==> src/rtl/cds_pkg.sv <==
package cds_pkg;
  typedef enum logic [2:0] {
    ST_IDLE,
    ST_DECIDE,
    ST_ACCESS,
    ST_FINISH,
    ST_HITFIN
  } seq_st_e;
endpackage

==> src/rtl/cds_path_sel.sv <==
module cds_path_sel (
  input  logic idle_i,
  input  logic start_i,
  input  logic write_i,
  input  logic claim_i,
  input  logic lba_i,
  input  logic erdy_i,
  output logic take_o,
  output logic slot_o
);
  // claimed cycles belong to the other controller
  assign take_o = idle_i & start_i & ~claim_i;
  // reads only get the decision slot, and only with a cache mode on
  assign slot_o = take_o & ~write_i & (lba_i | erdy_i);
endmodule

==> src/rtl/cds_wait_ctr.sv <==
module cds_wait_ctr #(
  parameter int unsigned ACC_CYC = 3
) (
  input  logic clk_i,
  input  logic rst_ni,
  input  logic run_i,
  output logic first_o,
  output logic last_o
);
  localparam int unsigned CNT_W = (ACC_CYC > 1) ? $clog2(ACC_CYC) : 1;
  localparam logic [CNT_W-1:0] CNT_LAST = CNT_W'(ACC_CYC - 1);

  logic [CNT_W-1:0] cnt_q;

  always_ff @(posedge clk_i or negedge rst_ni) begin
    if (!rst_ni)                     cnt_q <= '0;
    else if (!run_i || last_o)       cnt_q <= '0;
    else                             cnt_q <= cnt_q + 1'b1;
  end

  assign first_o = run_i & (cnt_q == '0);
  assign last_o  = run_i & (cnt_q == CNT_LAST);
endmodule

==> src/rtl/cds_out_gen.sv <==
module cds_out_gen
  import cds_pkg::*;
(
  input  seq_st_e st_i,
  input  logic    first_i,
  input  logic    rd_i,
  input  logic    par_bad_i,
  output logic    dram_go_o,
  output logic    rdy_o,
  output logic    par_chk_o,
  output logic    par_err_o
);
  assign dram_go_o = (st_i == ST_ACCESS) & first_i;
  assign rdy_o     = (st_i == ST_FINISH) | (st_i == ST_HITFIN);
  // only DRAM-served reads are checked
  assign par_chk_o = (st_i == ST_FINISH) & rd_i;
  assign par_err_o = par_chk_o & par_bad_i;
endmodule

==> src/rtl/cache_dram_seq.sv <==
module cache_dram_seq
  import cds_pkg::*;
#(
  parameter int unsigned ACC_CYC = 3
) (
  input  logic clk_i,
  input  logic rst_ni,
  input  logic cyc_start_i,
  input  logic cyc_write_i,
  input  logic claim_i,
  input  logic hit_i,
  input  logic lba_mode_i,
  input  logic erdy_mode_i,
  input  logic par_bad_i,
  output logic dram_go_o,
  output logic rdy_o,
  output logic par_chk_o,
  output logic par_err_o
);
  seq_st_e state_q, state_d;
  logic    rd_q, erdy_q;
  logic    take, slot, cnt_first, cnt_last, idle;

  assign idle = (state_q == ST_IDLE);

  cds_path_sel i_path (
    .idle_i  (idle),
    .start_i (cyc_start_i),
    .write_i (cyc_write_i),
    .claim_i (claim_i),
    .lba_i   (lba_mode_i),
    .erdy_i  (erdy_mode_i),
    .take_o  (take),
    .slot_o  (slot)
  );

  cds_wait_ctr #(.ACC_CYC(ACC_CYC)) i_ctr (
    .clk_i   (clk_i),
    .rst_ni  (rst_ni),
    .run_i   (state_q == ST_ACCESS),
    .first_o (cnt_first),
    .last_o  (cnt_last)
  );

  always_comb begin
    state_d = state_q;
    unique case (state_q)
      ST_IDLE:   if (slot) state_d = ST_DECIDE;
                 else if (take) state_d = ST_ACCESS;
      ST_DECIDE: if (!hit_i) state_d = ST_ACCESS;
                 else if (erdy_q) state_d = ST_IDLE; // cache drives ready
                 else state_d = ST_HITFIN;
      ST_ACCESS: if (cnt_last) state_d = ST_FINISH;
      ST_FINISH: state_d = ST_IDLE;
      ST_HITFIN: state_d = ST_IDLE;
      default:   state_d = ST_IDLE;
    endcase
  end

  always_ff @(posedge clk_i or negedge rst_ni) begin
    if (!rst_ni) begin
      state_q <= ST_IDLE;
      rd_q    <= 1'b0;
      erdy_q  <= 1'b0;
    end else begin
      state_q <= state_d;
      if (take) begin
        rd_q   <= ~cyc_write_i;
        erdy_q <= erdy_mode_i;
      end
    end
  end

  cds_out_gen i_out (
    .st_i      (state_q),
    .first_i   (cnt_first),
    .rd_i      (rd_q),
    .par_bad_i (par_bad_i),
    .dram_go_o (dram_go_o),
    .rdy_o     (rdy_o),
    .par_chk_o (par_chk_o),
    .par_err_o (par_err_o)
  );
endmodule

==> config.mk <==
export PLATFORM = sky130hd
export DESIGN_NAME = cache_dram_seq
export DESIGN_NICKNAME = d
export VERILOG_FILES = /design/src/rtl/cds_pkg.sv /design/src/rtl/cds_path_sel.sv /design/src/rtl/cds_wait_ctr.sv /design/src/rtl/cds_out_gen.sv /design/src/rtl/cache_dram_seq.sv
export SDC_FILE = /design/constraint.sdc
export NUM_CORES = 1
export LEC_CHECK = 0
export BUFFER_PORTS_ARGS = -buffer_cell sky130_fd_sc_hd__buf_4
export CORE_AREA = 2 2 39 41
export DETAILED_ROUTE_END_ITERATION = 6
export DIE_AREA = 0 0 41 43
export PLACE_DENSITY = 0.59
export SLEW_MARGIN = 20
export SYNTH_ARGS = -nofsm -noshare
export SYNTH_HDL_FRONTEND = slang
export SYNTH_HIERARCHICAL = 1
export SYNTH_SLANG_ARGS = --single-unit
export TNS_END_PERCENT = 5
==> constraint.sdc <==
create_clock -name clk_i -period 1.9 [get_ports clk_i]
set_input_delay 0.095 -clock clk_i [delete_from_list [all_inputs] [get_ports clk_i]]
set_output_delay 0.095 -clock clk_i [all_outputs]
set_load 0.03 [all_outputs]
; Yosys cells after proc, flatten, opt, wreduce, memory -nomap -nowiden
; Index checks and enable logic that the tools add are counted.
[totals]
ff_bits = 7
input_bits = 9
out_inout_bits = 4
[classes]
n_addsub = 1
n_eq_ne = 7
muxes = 7
n_bitwise = 13
reduce_logical = 5
[ops]
columns = cell, n
row1 = 2-to-1 mux 3 bit, 5
row2 = AND 1 bit, 9
row3 = one-hot mux 3 bit (3 select lines), 1
row4 = "equality test 3 x 2 -> 1 bit, second input constant", 2
row5 = "equality test 3 x 1 -> 1 bit, second input constant", 1
row6 = "equality test 3 bit, second input constant", 1
row7 = logical NOT 3 bit, 1
row8 = "!= test 3 bit, second input constant", 1
row9 = "adder 2 x 1 -> 2 bit, second input constant", 1
row10 = "equality test 2 bit, second input constant", 1
row11 = logical NOT 2 bit, 1
row12 = 2-to-1 mux 2 bit, 1
row13 = "!= test 2 bit, second input constant", 1
row14 = inverter 1 bit, 2
row15 = bitwise OR 1 bit, 2
row16 = AND reduction 2 bit, 1
row17 = logical NOT 1 bit, 1
row18 = logical OR 1 bit, 1

; Logic depth before layout (Yosys ltp)
[depth]
word_depth = 7
ltp_mapped = 6

; Cells and area by module
; The synthesis kept the hierarchy.
[modules_own_cells]
columns = module, instances, cells_per_inst, area_per_inst_um2
row1 = cache_dram_seq, 1, 18, 227.7
row2 = cds_wait_ctr, 1, 10, 117.6
row3 = cds_out_gen, 1, 6, 47.5
row4 = cds_path_sel, 1, 4, 23.8

; Least setup slack after synthesis
; No wires, ideal clock.
[synth_timing]
path_type = register to output
from = reg state_q[1]
to = out rdy_o
t_arrival_ps = 1265
required_ps = 1805
setup_slack_ps = 540
path_stages_with_launch = 3
n_path_buf = 0
path_cell_list = dfrtp_1 > nand2b_1 > o21ai_0
[synth_via]
elab_chain_cells = 2
[synth_lines]
columns = item, line_no
row1 = start: declaration, cache_dram_seq.sv:20  ; seq_st_e state_q, state_d;
row2 = start signal: assignment, cache_dram_seq.sv:66  ; state_q <= state_d;
row3 = equality test 3 x 2 -> 1 bit / equality test 3 bit (equally long branches), cds_out_gen.sv:14  ; assign rdy_o = (st_i == ST_FINISH) | (st_i == ST_HITFIN);
row4 = bitwise OR 1 bit (*), cds_out_gen.sv:14
row5 = end: declaration, cache_dram_seq.sv:16  ; output logic rdy_o,
; Every way passes the cells marked *; elsewhere a longest branch is shown, timed or not.

; Worst setup path after layout
[layout_timing]
from = reg state_q[0]
to = out dram_go_o
[layout_via]
elab_chain_cells = 3
[layout_lines]
columns = item, line_no
row1 = equality test 3 x 2 -> 1 bit, cache_dram_seq.sv:40  ; .run_i (state_q == ST_ACCESS),
row2 = AND 1 bit, cds_wait_ctr.sv:21  ; assign first_o = run_i & (cnt_q == '0);
row3 = named net cnt_first, cache_dram_seq.sv:22  ; logic take, slot, cnt_first, cnt_last, idle;
row4 = AND 1 bit, cds_out_gen.sv:13  ; assign dram_go_o = (st_i == ST_ACCESS) & first_i;
row5 = end: declaration, cache_dram_seq.sv:15  ; output logic dram_go_o,
; The timed path passes the listed nets, and every way through them passes these cells.

==> impl_metrics.json <==
{
  "die_w_um": 41,
  "synth.most_common_cell": "dfrtp_1",
  "synth_area_leaders": "dfrtp_1, ha_1, mux2i_1, and2_1, nor4b_2",
  "p_leak_uw": 0.000268,
  "cts_buffer_depth": 2,
  "fillers": 134,
  "drcViolationCount": 0,
  "syn_nets": 49,
  "netlist_instances": 38,
  "vias": 324,
  "io_pins": 13,
  "numCtsBuffers": 3,
  "h-tree-depth": 1,
  "hold_path.class": "in2reg",
  "worstPathMaxFanout": 8,
  "grt_pass1_vias": 288,
  "slowest_delay_ns": 0.48,
  "initial_utilization_pct": 30.1,
  "crit_required_ns": 1.80,
  "cts_resized": 0,
  "cts_setup_buffers": 0,
  "slew_viol_final": 0,
  "ir_drop_mv": 0.406,
  "placeableCoreArea_um2": 1380,
  "switchingPower_uw": 244,
  "synth_common_cells": "dfrtp_1, and2_1, inv_1, nor2_1",
  "ys_ff_latch": 7,
  "die-area_um2": 1760,
  "p_seq_share_pct": 38.9,
  "dp_hpwl_um": 570,
  "syn_area_per_cell_um2": 11.0,
  "path_class": "reg2out",
  "ant_nets": 0,
  "grt_pass1_wl_mm": 1.24,
  "synth_seq_area_share_pct": 42.0,
  "ys_types": 23,
  "status": "finished clean",
  "grt_max_degree": 10,
  "rsz0062_at_grt": "no",
  "path_cells": "nor2_1 -> and2_1 -> and2_1 -> and4bb_2 -> buf_4",
  "layout-drive-gt1-share_pct": 40.0,
  "cts_tree": "yes",
  "drtIter0Drc": 6,
  "multi_input_area_um2": 230,
  "clkPwrFrac_pct": 20.2,
  "antenna_found_initial": 0,
  "async_reset_ff_share_pct": 100,
  "design_area_um2": 563,
  "drv_cap": 0,
  "place.gp.congestion": 0.654,
  "hold_viol": 0,
  "wl_per_cell_um": 10.5,
  "drtPass1Iterations": 4,
  "regArea_um2": 175,
  "timing.fmax_ghz": 0.610,
  "yosysTopAreaCell": "dfrtp_1",
  "cts.clk_slew.worst_paths_ns": 0.06,
  "nNetsFinal": 67,
  "end_kind": "primary output",
  "cts.sinks": 7,
  "sw_frac_of_total_pct": 35.8,
  "skew_ns": 0.00744,
  "port-buffer-count": 12,
  "area_growth_pct": 35.1,
  "yosys_warnings": 6,
  "worstPathArrival_ns": 1.54,
  "path_delay_family": "simple AND/OR/NAND/NOR gates",
  "relSlewSlack_pct": 80.6,
  "vias_per_cell": 4.56,
  "crit_buf_inv": 1,
  "post-route-period-util_pct": 86.2,
  "tightest_slew_ns": 0.291,
  "grt_use_total_pct": 11.5,
  "dpl_cell_area_um2": 527,
  "rows": 14,
  "antenna_cells": 0,
  "setup_viol_count_final": 0,
  "clkLatencyLatePin_ns": 0.26,
  "syn_area_um2": 417,
  "routed_wl_um": 748,
  "ys.flop_type": "dfrtp_1",
  "p_int_uw": 439,
  "cp_slowest_cell": "dfrtp_1",
  "comb_power_share_pct": 41.0,
  "powerDensity_nw_per_um2": 1210,
  "synth_edf_count": 0,
  "synth_top_cell_area_share_pct": 42.0,
  "path_common_cell": "and2_1",
  "tns_ns": 0,
  "critPathLaunchType": "register",
  "overflow": 0,
  "die_y_um": 43,
  "cts_root_buf": "clkbuf_4",
  "hold_buffers": 1,
  "min_period_ns": 1.64
}
-- path summary, 6_finish.rpt --
path / start / endpoint / slack (ns) / depth (start not counted)
worst max-delay path: state_q[0] / dram_go_o / 0.26 / 5
worst min-delay path: hit_i / state_q[1] / 0.02 / 2
worst max register to register: state_q[2] / erdy_q / 0.46 / 4
worst min register to register: i_ctr/cnt_q[0] / i_ctr/cnt_q[0] / 0.44 / 1
max in group asynchronous: rst_ni / state_q[2] / 1.58 / 2
min in group asynchronous: rst_ni / state_q[0] / 0.19 / 2
-- registers in the layout (all words and copies together), names as in the netlist --
signal       flops
rd_q             1
state_q          3
erdy_q           1
i_ctr/cnt_q      2
-- area by class of cell --
| cell class | count | area share (%) |
|---|---|---|
| flip-flops and latches | 7 | 31.1 |
| well taps | 16 | 3.56 |
| inverters | 3 | 2.00 |
| multi-input cells | 28 | 40.9 |
| clock buffers | 4 | 4.67 |
| repair buffers | 13 | 17.8 |
-- power groups by stage --
stage               registers [uW]  logic [uW]  clock network, uW
floorplan                      252         215                  0
global placement               268         282                  0
detailed placement             267         282                  0
CTS                            265         287                143
global route                   275         317                161
finish                         265         280                138
-- layer usage --
metal / vias to the layer above / global-route usage (%) / share of wire [%]
li1: 170 / - / -
met1: 141 / 15.3 / 48
met2: 11 / 13.4 / 41
met3: 2 / 4.71 / 8.4
met4: 0 / 10.0 / 1.9
met5: - / 0 / 0
-- cells by family (layout without fill, tap and decap cells) --
group	Yosys count	in the layout	share of synthesized area, %
DFF	7	7	42.0
buffers and inverters	3	20	2.70
AOI/OAI and AO/OA	3	3	4.20
muxes	3	3	7.51
adders and majority gates	2	2	6.01
and+or+nand+nor	20	20	37.5
-- stage by stage --
step / std cells / hold slack (ns) / setup WS, ns / power, uW / utilization [%]
finish: 71 / 0.0206 / 0.262 / 683 / 40.7
global route: 71 / 0.0107 / 0.171 / 753 / 40.7
CTS: 71 / 0.0208 / 0.253 / 695 / 40.7
detailed placement: 66 / -0.0856 / 0.442 / 550 / 38.1
global placement: 66 / -0.0879 / 0.434 / 550 / 38.1
floorplan: 38 / -0.201 / 0.540 / 467 / -
-- placed cells by master (no fill, tap or decap), drive strengths merged --
cell type and count:
nor4b 1, and4b 1, nor2 3, nor4 1, and3b 1, nor3 2, dfrtp 7, o21ai 2
nand2 1, and2 4, nand3b 1, nor3b 1, and4bb 1, nor2b 1, clkbuf 4, inv 3
o31ai 1, ha 2, nand2b 2, buf 12, mux2 1, mux2i 2, dlygate4sd3 1
(Power assumes the default switching activity.)
